--- src/rtl/txd_pkg.sv ---
package txd_pkg;
    localparam int ADDR_W = 24;

    localparam int OWNED_BIT = 15;
    localparam int ERRSUM_BIT = 14;
    localparam int FIRST_BIT = 9;
    localparam int LAST_BIT = 8;

    typedef enum logic [3:0] {
        S_IDLE, S_RD_CTRL, S_SKIP, S_RD_ADDR, S_RD_SIZE, S_DAT_RD, S_DAT_PUSH,
        S_LOOK, S_RELEASE, S_WAIT_STAT, S_DRAIN, S_WR_ERR, S_WR_CTRL
    } txd_state_e;
endpackage

--- src/rtl/txd_poll_timer.sv ---
module txd_poll_timer #(
    parameter int GAPW = 16
) (
    input  logic            clk,
    input  logic            rst_n,
    input  logic            arm,
    input  logic [GAPW-1:0] gap,
    output logic            due
);
    logic [GAPW-1:0] cnt;

    assign due = (cnt >= gap);

    always_ff @(posedge clk or negedge rst_n) begin
        if (!rst_n) begin
            cnt <= '0;
        end else if (!arm) begin
            cnt <= '0;
        end else if (!due) begin
            cnt <= cnt + 1'b1;
        end
    end
endmodule

--- src/rtl/txd_len_check.sv ---
module txd_len_check #(
    parameter int CNT_W     = 12,
    parameter int MIN_MID   = 64,
    parameter int MIN_FIRST = 100
) (
    input  logic [CNT_W-1:0] bcnt,
    input  logic             first,
    input  logic             last,
    output logic [CNT_W:0]   len,
    output logic             short_viol
);
    localparam logic [CNT_W:0] FULL = (CNT_W+1)'(1) << CNT_W;

    assign len = FULL - {1'b0, bcnt};
    assign short_viol = !last &&
        ((len < (CNT_W+1)'(MIN_MID)) || (first && (len < (CNT_W+1)'(MIN_FIRST))));
endmodule

--- src/rtl/txd_ring_engine.sv ---
module txd_ring_engine
    import txd_pkg::*;
#(
    parameter int RING_LOG2 = 2,
    parameter int GAPW      = 16,
    parameter int CNT_W     = 12
) (
    input  logic              clk,
    input  logic              rst_n,
    input  logic              run,
    input  logic [ADDR_W-1:0] ring_base,
    input  logic [GAPW-1:0]   poll_gap,
    output logic              mem_req,
    output logic              mem_we,
    output logic [ADDR_W-1:0] mem_addr,
    output logic [15:0]       mem_wdata,
    input  logic [15:0]       mem_rdata,
    input  logic              mem_ack,
    output logic              fifo_wr,
    output logic [7:0]        fifo_byte,
    output logic              fifo_last,
    input  logic              fifo_full,
    input  logic              mac_underrun,
    input  logic              stat_valid,
    input  logic              stat_multi,
    input  logic              stat_single,
    input  logic              stat_defer,
    input  logic              stat_latecol,
    input  logic              stat_nocarrier,
    input  logic              stat_retryout,
    input  logic [9:0]        stat_colltime,
    output logic              size_warn,
    output logic              nostart_err
);
    localparam int PADW  = ADDR_W - 3 - RING_LOG2;
    localparam int LEN_W = CNT_W + 1;

    txd_state_e           state;
    logic [RING_LOG2-1:0] idx, nidx;
    logic [15:0]          ctrl, nxt_ctrl, dword;
    logic [ADDR_W-1:0]    bufptr, base_al, cur_a, nxt_a;
    logic [LEN_W-1:0]     remain, blen;
    logic                 short_v, poll_due, err_sum;
    logic                 chain_err, under_err, multi_r, single_r, defer_r;
    logic                 latecol_r, nocar_r, rtryout_r;
    logic [9:0]           ctime_r;

    assign nidx    = idx + 1'b1;
    assign base_al = ring_base & ~ADDR_W'(7);
    assign cur_a   = base_al + {{PADW{1'b0}}, idx, 3'b000};
    assign nxt_a   = base_al + {{PADW{1'b0}}, nidx, 3'b000};
    assign err_sum = chain_err | under_err | latecol_r | nocar_r | rtryout_r;

    txd_poll_timer #(.GAPW(GAPW)) u_poll (
        .clk(clk), .rst_n(rst_n), .arm(run && (state == S_IDLE)),
        .gap(poll_gap), .due(poll_due)
    );

    txd_len_check #(.CNT_W(CNT_W)) u_len (
        .bcnt(mem_rdata[CNT_W-1:0]), .first(ctrl[FIRST_BIT]), .last(ctrl[LAST_BIT]),
        .len(blen), .short_viol(short_v)
    );

    // State register process: state, ring position and captured fields
    always_ff @(posedge clk or negedge rst_n) begin
        if (!rst_n) begin
            state <= S_IDLE;
            idx <= '0;
            ctrl <= '0;
            nxt_ctrl <= '0;
            dword <= '0;
            bufptr <= '0;
            remain <= '0;
            chain_err <= 1'b0;
            under_err <= 1'b0;
            multi_r <= 1'b0;
            single_r <= 1'b0;
            defer_r <= 1'b0;
            latecol_r <= 1'b0;
            nocar_r <= 1'b0;
            rtryout_r <= 1'b0;
            ctime_r <= '0;
            size_warn <= 1'b0;
            nostart_err <= 1'b0;
        end else begin
            unique case (state)
                S_IDLE: if (run && poll_due) state <= S_RD_CTRL;
                S_RD_CTRL: if (mem_ack) begin
                    ctrl <= mem_rdata;
                    chain_err <= 1'b0;
                    under_err <= 1'b0;
                    {multi_r, single_r, defer_r} <= 3'b000;
                    {latecol_r, nocar_r, rtryout_r} <= 3'b000;
                    ctime_r <= '0;
                    if (!mem_rdata[OWNED_BIT]) state <= S_IDLE;
                    else if (!mem_rdata[FIRST_BIT]) state <= S_SKIP;
                    else state <= S_RD_ADDR;
                end
                S_SKIP: if (mem_ack) begin
                    nostart_err <= 1'b1;
                    idx <= nidx;
                    state <= S_IDLE;
                end
                S_RD_ADDR: if (mem_ack) begin
                    bufptr <= {ctrl[7:0], mem_rdata};
                    state <= S_RD_SIZE;
                end
                S_RD_SIZE: if (mem_ack) begin
                    remain <= blen;
                    if (short_v) size_warn <= 1'b1;
                    state <= S_DAT_RD;
                end
                S_DAT_RD: begin
                    if (mac_underrun) begin
                        under_err <= 1'b1;
                        state <= S_WR_ERR;
                    end else if (mem_ack) begin
                        dword <= mem_rdata;
                        state <= S_DAT_PUSH;
                    end
                end
                S_DAT_PUSH: begin
                    if (mac_underrun) begin
                        under_err <= 1'b1;
                        state <= S_WR_ERR;
                    end else if (!fifo_full) begin
                        bufptr <= bufptr + 1'b1;
                        remain <= remain - 1'b1;
                        if (remain == LEN_W'(1))
                            state <= ctrl[LAST_BIT] ? S_WAIT_STAT : S_LOOK;
                        else if (bufptr[0])
                            state <= S_DAT_RD;
                    end
                end
                S_LOOK: if (mem_ack) begin
                    nxt_ctrl <= mem_rdata;
                    if (mem_rdata[OWNED_BIT]) begin
                        state <= S_RELEASE;
                    end else begin
                        chain_err <= 1'b1;
                        state <= S_DRAIN;
                    end
                end
                S_RELEASE: if (mem_ack) begin
                    idx <= nidx;
                    ctrl <= nxt_ctrl;
                    state <= S_RD_ADDR;
                end
                S_WAIT_STAT: if (stat_valid) begin
                    {multi_r, single_r, defer_r} <= {stat_multi, stat_single, stat_defer};
                    {latecol_r, nocar_r, rtryout_r} <= {stat_latecol, stat_nocarrier, stat_retryout};
                    ctime_r <= stat_colltime;
                    state <= (stat_latecol | stat_nocarrier | stat_retryout) ? S_WR_ERR : S_WR_CTRL;
                end
                S_DRAIN: if (mac_underrun) begin
                    under_err <= 1'b1;
                    state <= S_WR_ERR;
                end
                S_WR_ERR: if (mem_ack) state <= S_WR_CTRL;
                S_WR_CTRL: if (mem_ack) begin
                    idx <= nidx;
                    state <= S_IDLE;
                end
                default: state <= S_IDLE;
            endcase
        end
    end

    // Output process: memory and FIFO signals decoded from the state
    always_comb begin
        mem_req = 1'b0;
        mem_we = 1'b0;
        mem_addr = '0;
        mem_wdata = '0;
        fifo_wr = 1'b0;
        fifo_last = 1'b0;
        fifo_byte = bufptr[0] ? dword[15:8] : dword[7:0];
        unique case (state)
            S_RD_CTRL: begin
                mem_req = 1'b1;
                mem_addr = {cur_a[ADDR_W-1:3], 3'd2};
            end
            S_SKIP, S_RELEASE: begin
                mem_req = 1'b1;
                mem_we = 1'b1;
                mem_addr = {cur_a[ADDR_W-1:3], 3'd2};
                mem_wdata = {1'b0, ctrl[14:0]};
            end
            S_RD_ADDR: begin
                mem_req = 1'b1;
                mem_addr = cur_a;
            end
            S_RD_SIZE: begin
                mem_req = 1'b1;
                mem_addr = {cur_a[ADDR_W-1:3], 3'd4};
            end
            S_DAT_RD: begin
                mem_req = 1'b1;
                mem_addr = {bufptr[ADDR_W-1:1], 1'b0};
            end
            S_DAT_PUSH: begin
                fifo_wr = !fifo_full && !mac_underrun;
                fifo_last = ctrl[LAST_BIT] && (remain == LEN_W'(1));
            end
            S_LOOK: begin
                mem_req = 1'b1;
                mem_addr = {nxt_a[ADDR_W-1:3], 3'd2};
            end
            S_WR_ERR: begin
                mem_req = 1'b1;
                mem_we = 1'b1;
                mem_addr = {cur_a[ADDR_W-1:3], 3'd6};
                mem_wdata = {chain_err, under_err, 1'b0, latecol_r, nocar_r, rtryout_r, ctime_r};
            end
            S_WR_CTRL: begin
                mem_req = 1'b1;
                mem_we = 1'b1;
                mem_addr = {cur_a[ADDR_W-1:3], 3'd2};
                mem_wdata = {1'b0, err_sum, 1'b0, multi_r, single_r, defer_r, ctrl[9:0]};
            end
            default: ;
        endcase
    end
endmodule

--- config.mk ---
export PLATFORM = sky130hd
export DESIGN_NAME = txd_ring_engine
export DESIGN_NICKNAME = d
export VERILOG_FILES = /design/src/rtl/txd_pkg.sv /design/src/rtl/txd_poll_timer.sv /design/src/rtl/txd_len_check.sv /design/src/rtl/txd_ring_engine.sv
export SDC_FILE = /design/constraint.sdc
export NUM_CORES = 1
export LEC_CHECK = 0
export ABC_CLOCK_PERIOD_IN_PS = 3900
export BUFFER_PORTS_ARGS = -buffer_cell sky130_fd_sc_hd__buf_2
export CAP_MARGIN = 10
export CORE_ASPECT_RATIO = 0.75
export CORE_MARGIN = 5
export CORE_UTILIZATION = 50
export CTS_BUF_LIST = sky130_fd_sc_hd__clkbuf_2 sky130_fd_sc_hd__clkbuf_4 sky130_fd_sc_hd__clkbuf_8
export CTS_CLUSTER_DIAMETER = 30
export DETAILED_ROUTE_END_ITERATION = 12
export GPL_TIMING_DRIVEN = 0
export PLACE_DENSITY = 0.71
export SLEW_MARGIN = 20
export SYNTH_ARGS = -nofsm -noshare
export SYNTH_HDL_FRONTEND = slang
export SYNTH_HIERARCHICAL = 1
export SYNTH_SLANG_ARGS = --single-unit
--- constraint.sdc ---
create_clock -name clk -period 3.9 [get_ports clk]
set_input_delay 0.195 -clock clk [delete_from_list [all_inputs] [get_ports clk]]
set_output_delay 0.195 -clock clk [all_outputs]
set_load 0.01 [all_outputs]
==> flow_summary.ini, run 1 <==
[yosys]
synth_area_leaders = dfrtp_1, nand2_1, mux2_2, a21oi_1, ha_1
yosys_warnings = 6
synth_cell_types = 88
synth-simple-area-share_pct = 22.03
async_flop_share_pct = 100.0
synth_ff_type = dfrtp_1
ys_ff_latch = 125
synth_fa_ha_area_share_pct = 4.003
synth-edff-count = 0
synth_compound_area_share_pct = 22.16
ys_seq_area_share_pct = 35.49
synth_nets = 1134
yosysTopAreaCell = dfrtp_1
synth_top_cell_area_share_pct = 35.49
syn_inst = 1028
synth_top_family_by_area = compound AO/OA/AOI/OAI gates
synthMuxAreaShare_pct = 7.851
synth_area_sq_um = 8813
syn_avg_cell_area_sq_um = 8.573
synth-xor-area-share_pct = 3.180

[clock_tree]
cts_max_level = 4
cts_tree = yes
numCtsBuffers = 17
clkSinkCount = 125
clk_latency_ns = 0.45
cts_buffer_depth = 2
path_clk_slew_ns = 0.08
cts-root-buf = clkbuf_8
cts-resized-gates = 0

[placement]
dpl-instance-area_sq_um = 9764
routabilityCongestion = 0.9633
dp_hpwl_um = 21270
post-place-ws_ns = 0.5798
port_buffers = 122

[cells_and_area]
design_area_sq_um = 10300
nets = 1287
area_growth_pct = 16.89
drive_gt1_share_pct = 20.47
antenna_cells = 0

[hold_path]
hold_path_class = input port to register

[power]
p_total_uw = 6699
peakVddDrop_mv = 0.3371
p_leak_uw = 0.004426
power.density_nw_per_um2 = 650.3

[global_route]
globalRouteOverflowTotal = 0
antenna_found_initial = 0
grt_max_degree = 73
track_usage_pct = 27.58
grt_pass1_wl_um = 45350
grt_pass1_vias = 8422

[setup_path]
critPathLaunchType = register
cpPeakStageDelay_ns = 0.70
end_kind = output pin
cpLargestDelayFamily = simple AND/OR/NAND/NOR gates
crit_slowest_cell = nor4_2
crit_required_ns = 3.70
crit_path_cell_trace = xor2_1 > inv_1 > fa_1 > nand3b_1 > nor4_2 > a21oi_1 > a211oi_1 > o21ai_1 > buf_2
crit_arrival_ns = 3.44
cp_num_buf_inv = 2
worstSetupPathType = register to output pin
critPathMaxFanout = 6

[timing]
fin_crit_sh_pct = 93.23
setup_tns_ns = 0
finalSetupViolCount = 0
fin_worst_skew_ns = 0.01588
timing_hold_violations_final = 0
maxSlewViolCount = 0
maxSlewHeadroom_pct = 41.58
fmax_ghz = 0.2750
setup_slack_ns = 0.2641
period_needed_ns = 3.636
rsz0062_at_grt = false
hold_ws_ns = 0.008231
tightest_slew_ns = 0.8683

[floorplanning]
rows = 42
dieArea_sq_um = 20410
die_h_um = 125.0
start_util_pct = 50.36
core_sq_um = 17500
die_w_um = 163.3
pin_count = 133

[status]
status = finished, final reports clean

[route]
finalWirelength_um = 28470
ant_nets = 0
drt_iter0_drc = 1048
drtPass1Iterations = 5
routedWlPerCell_um = 19.86
routed_via_density = 6.265
dr_total_vias = 8984
drc = 0

[flow_run]
maxCapViolCount = 0
==> state kept, by name, indices dropped and copies added, names as in the netlist <==
signal and count:
nxt_ctrl 15, single_r 1, chain_err 1, latecol_r 1, ctime_r 10, rtryout_r 1, defer_r 1, ctrl 15
under_err 1, dword 16, remain 13, nocar_r 1, nostart_err 1, state 4, idx 2, multi_r 1
bufptr 24, size_warn 1, u_poll/cnt 16
==> worst reg2reg max path, cell delays in order, from the launching register on <==
cell and delay, ns:
dfrtp_1 0.41, ha_1 0.31, nand4_1 0.19, or3_1 0.46
nand2_1 0.13, clkbuf_1 0.35, nor2_1 0.19, inv_1 0.11
nand2_1 0.06, a32o_1 0.27, a211oi_2 0.30, nand2_1 0.19
o221a_2 0.31
==> synth_stat cells (5+ instances only) <==
cell type / n
a211oi_1: 5
a21oi_1: 73
a221o_1: 6
a22o_1: 14
a22oi_1: 9
a31oi_1: 12
and2_1: 7
and3_1: 11
buf_2: 24
clkbuf_1: 37
dfrtp_1: 125
ha_1: 25
inv_1: 38
mux2_2: 40
mux2i_1: 23
nand2_1: 126
nand2b_1: 11
nand3_1: 39
nand3b_1: 7
nand4_1: 22
nor2_1: 63
nor2b_1: 9
nor3_1: 18
nor3b_1: 6
nor4_1: 12
o211ai_1: 6
o21ai_0: 51
o21ai_1: 30
o221ai_1: 5
o22a_1: 7
o22ai_1: 11
o311ai_0: 5
o31ai_1: 9
or3_1: 7
or4_1: 10
xnor2_1: 14
xor2_1: 18
==> per-stage QoR <==
step,util [%],cells
after floorplan,-,1028
after global placement,55.58,1392
after detailed placement,55.80,1393
after CTS,58.87,1434
after global routing,58.87,1434
final,58.87,1434
==> area by class of cell <==
cell class | count | area, sq um
multi-input combinational | 794 | 5224
tap | 242 | 302.8
timing repair buffer | 134 | 758.2
clock inverter | 13 | 193.9
fill | 1607 | 7197
clock buffer | 17 | 234.0
buffer | 70 | 315.3
inverter | 39 | 146.4
sequential | 125 | 3128
==> cell families after synthesis <==
logic type	after synthesis
AOI/OAI and AO/OA	296
xor gates and xnor gates	32
adders and majority gates	27
buffers and inverters	109
DFF	125
muxes	64
other	1
and+or+nand+nor	374
==> placed cells by master, fill, tap and decap left out, types with 6 or more instances in the layout <==
cell | synthesis | layout
buf_2 | 24 | 145
nand2_1 | 126 | 126
dfrtp_1 | 125 | 125
a21oi_1 | 73 | 73
nor2_1 | 63 | 63
o21ai_0 | 51 | 51
mux2_2 | 40 | 40
nand3_1 | 39 | 39
inv_1 | 38 | 38
clkbuf_1 | 37 | 37
o21ai_1 | 30 | 30
ha_1 | 25 | 25
mux2i_1 | 23 | 23
nand4_1 | 22 | 22
xor2_1 | 18 | 18
nor3_1 | 18 | 18
clkbuf_8 | 0 | 17
a22o_1 | 14 | 14
xnor2_1 | 14 | 14
nor4_1 | 12 | 12
a31oi_1 | 12 | 12
nand2b_1 | 11 | 11
o22ai_1 | 11 | 11
and3_1 | 11 | 11
dlygate4sd3_1 | 0 | 11
or4_1 | 10 | 10
a22oi_1 | 9 | 9
nor2b_1 | 9 | 9
o31ai_1 | 9 | 9
nand3b_1 | 7 | 7
and2_1 | 7 | 7
o22a_1 | 7 | 7
or3_1 | 7 | 7
a221o_1 | 6 | 6
o211ai_1 | 6 | 6
nor3b_1 | 6 | 6
==> power breakdown <==
part / switching (uW) / internal (uW) / total, uW
logic: 1860 / 1260 / 3120
registers: 528 / 1790 / 2320
clock network: 570 / 694 / 1260
==> timing repair <==
item | 4_1_cts | 5_1_grt
hold endpoints to repair | 63 | 0
buffers inserted | 0 | 0
hold buffers | 11 | 0
==> final timing paths <==
path / slack, ns / cells past startpoint / from / to
setup / recovery: 0.26 / 9 / idx[1]$_DFFE_PN0P_ / mem_addr[21]
hold / removal: 0.008 / 3 / stat_colltime[2] / ctime_r[2]$_DFFE_PN0P_
setup reg to reg: 0.49 / 12 / u_poll/cnt[13]$_DFFE_PN0P_ / state[0]$_DFFE_PN0P_
hold reg to reg: 0.48 / 1 / size_warn$_DFFE_PN0P_ / size_warn$_DFFE_PN0P_
max in group asynchronous: 2.93 / 3 / rst_n / nxt_ctrl[9]$_DFFE_PN0P_
min in group asynchronous: 0.25 / 2 / rst_n / single_r$_DFFE_PN0P_
==> layer usage <==
| layer | share of wire (%) | track usage (%) | vias to the layer above |
|---|---|---|---|
| li1 | - | - | 4105 |
| met1 | 45 | 42.76 | 4304 |
| met2 | 41 | 37.90 | 513 |
| met3 | 12 | 7.993 | 62 |
| met4 | 2.0 | 6.213 | 0 |
| met5 | 0 | 0 | - |
No activity file was read; power rests on OpenSTA's default activity.
==> run 2: changes to the inputs <==
Settings changed: PLACE_DENSITY 0.71 to 0.72, SYNTH_HIERARCHICAL 1 to default.
==> run 2 against run 1 <==
  * Non-clock buffer count decreased by 7
  * Synthesized cell count decreased by 2.3%
  * Critical endpoint is now mem_addr[15]
  * Fmax increased by 8.5%
  * Setup slack improved by 0.29 ns
  * Register-to-register slack improved by 0.88 ns
  * Critical path depth decreased by 2
  * Routed wire length decreased by 4.3%
  * Clock power increased by 4%
  * Die area decreased by 3.3%
  * Worst hold slack improved by 0.014 ns
  * Combinational power decreased by 12%
  * Global-route usage decreased by 0.18 points
  * Largest power group unchanged
==> flow_summary.ini, run 2 <==
[setup_path]
crit_required_ns = 3.70
crit_slowest_cell = nor4_1
critPathLaunchType = register
critPathMaxFanout = 7
cpPeakStageDelay_ns = 0.73
end_kind = output pin
crit_path_cell_trace = ha_1 > inv_1 > fa_1 > nor4_1 > a22oi_1 > o311ai_0 > buf_2
worstSetupPathType = register to output pin
crit_arrival_ns = 3.16

[timing]
maxSlewHeadroom_pct = 36.83
rsz0062_at_grt = false
setup_slack_ns = 0.5495
fin_worst_skew_ns = 0.01361
fmax_ghz = 0.2985
timing_hold_violations_final = 0
setup_tns_ns = 0
fin_crit_sh_pct = 85.91
finalSetupViolCount = 0
period_needed_ns = 3.351
tightest_slew_ns = 0.9403
maxSlewViolCount = 0
hold_ws_ns = 0.02216

[global_route]
grt_pass1_vias = 7971
globalRouteOverflowTotal = 0
track_usage_pct = 27.40
grt_pass1_wl_um = 42910
antenna_found_initial = 0
grt_max_degree = 66

[route]
drtPass1Iterations = 6
routed_via_density = 6.218
drt_iter0_drc = 934
ant_nets = 0
routedWlPerCell_um = 19.64
finalWirelength_um = 27260
dr_total_vias = 8631
drc = 0

[floorplanning]
dieArea_sq_um = 19740
start_util_pct = 50.68
pin_count = 133
core_sq_um = 16770
rows = 41
die_w_um = 160.6
die_h_um = 122.9

[clock_tree]
clkSinkCount = 125
post_cts.repair.setup_buffers = 0
cts_tree = yes
cts-root-buf = clkbuf_8
cts_max_level = 4
path_clk_slew_ns = 0.08
cts_buffer_depth = 2
numCtsBuffers = 17
cts-resized-gates = 0
clk_latency_ns = 0.45
cts_hold_buf = 12

[yosys]
syn_avg_cell_area_sq_um = 8.468
yosys_warnings = 0
async_flop_share_pct = 100.0
yosysMostFrequentCell = dfrtp_1
yosysTopAreaCell = dfrtp_1
synth-edff-count = 0
synth_area_sq_um = 8502
synth_commonest_cells = dfrtp_1, nand2_1, o21ai_0
synth_area_leaders = dfrtp_1, o21ai_0, nand2_1, mux2_2, a21oi_1
synth_cell_types = 79
synth_top_cell_area_share_pct = 36.79
synth_nets = 1110
synth_ff_type = dfrtp_1
ys_seq_area_share_pct = 36.79
ys_ff_latch = 125
syn_inst = 1004

[flow_run]
maxCapViolCount = 0

[placement]
post-place-ws_ns = 1.084
port_buffers = 124
dpl-instance-area_sq_um = 9429
routabilityCongestion = 0.9652
dp_hpwl_um = 20320

[cells_and_area]
top_regs = bufptr x24, dword x16, u_poll.cnt x16
design_area_sq_um = 9998
drive_gt1_share_pct = 20.80
mostFrequentLayoutCells = buf_2, dfrtp_1, nand2_1, o21ai_0, a21oi_1
post-route-util_pct = 59.60
regMostFlops = bufptr
nets = 1266
area_growth_pct = 17.60
final_common_cell = buf_2
largest_reg_flops = 24
antenna_cells = 0

[power]
internal-power_uw = 3614
switching_share_pct = 42.89
power_switching_uw = 2714
peakVddDrop_mv = 0.3502
comb_power_share_pct = 43.6
p_leak_uw = 0.004322
p_clk_share_pct = 20.7
power.density_nw_per_um2 = 632.9
p_seq_share_pct = 35.7

[hold_path]
hold_path_class = input port to register

[status]
status = finished, final reports clean
==> run 2: changes by cell type after synthesis, sizes merged, moves of 6 or more <==
cell / change
a22oi: +11
buf: -15
mux2i: -6
nand4: -8
nor3: +15
nor4: -7
o211ai: -6
o21ai: +42
or3: +7
or4: -6
xnor2: +6
==> run 2: worst paths after layout <==
| check | from | to | slack (ns) | cells past startpoint |
|---|---|---|---|---|
| min reg2reg | nostart_err$_DFFE_PN0P_ | nostart_err$_DFFE_PN0P_ | 0.46 | 1 |
| max reg2reg | state[3]$_DFFE_PN0P_ | remain[6]$_DFFE_PN0P_ | 1.37 | 8 |
| max | idx[0]$_DFFE_PN0P_ | mem_addr[15] | 0.55 | 7 |
| max in group asynchronous | rst_n | bufptr[3]$_DFFE_PN0P_ | 2.92 | 3 |
| min | stat_latecol | latecol_r$_DFFE_PN0P_ | 0.02 | 3 |
| min in group asynchronous | rst_n | multi_r$_DFFE_PN0P_ | 0.27 | 2 |
==> run 2: power groups by stage <==
stage                     clock network, uW  registers [uW]  logic (uW)
after floorplan                           0            2070        1890
after global placement                    0            2240        2660
after detailed placement                  0            2260        2700
after CTS                              1320            2240        2730
after global routing                   1380            2310        3040
final                                  1310            2260        2760
==> run 2: metal layers <==
metal	vias up	GRT usage, %	wire [um]
li1	3979	-	-
met1	4128	41.40	12180
met2	481	38.54	11310
met3	43	8.131	3298
met4	0	6.556	472
met5	-	0	0
==> run 2: cell families after synthesis <==
family | after synthesis | share of synthesized area [%]
mux | 56 | 7.167
fa+ha+maj | 28 | 4.268
xor+xnor | 35 | 3.606
simple gates | 353 | 20.27
compound gates | 309 | 22.35
flops | 125 | 36.79
other cells | 1 | 0.04411
buf+inv | 97 | 5.504
==> run 2: metrics by stage <==
step	std cells	total power, uW
after floorplan	1004	3955
after global placement	1343	4905
after detailed placement	1344	4956
after CTS	1388	6284
after global routing	1388	6733
final	1388	6328
==> run 2: critical path: cells and delay by family, from the launching register on <==
| family | cells | cell delay [ns] |
|---|---|---|
| compound gates | 2 | 0.55 |
| fa+ha+maj | 2 | 0.74 |
| buf+inv | 2 | 0.26 |
| flops | 1 | 0.44 |
| simple gates | 1 | 0.73 |
==> run 2: final cells by class <==
| type | count | area (sq um) |
|---|---|---|
| well taps | 215 | 269.0 |
| flip-flops and latches | 125 | 3128 |
| clock buffers | 18 | 241.5 |
| clock inverters | 14 | 207.7 |
| inverters | 37 | 138.9 |
| repair buffers | 137 | 778.2 |
| plain buffers | 60 | 329.1 |
| multi-input cells | 782 | 4906 |
| fillers | 1491 | 6777 |
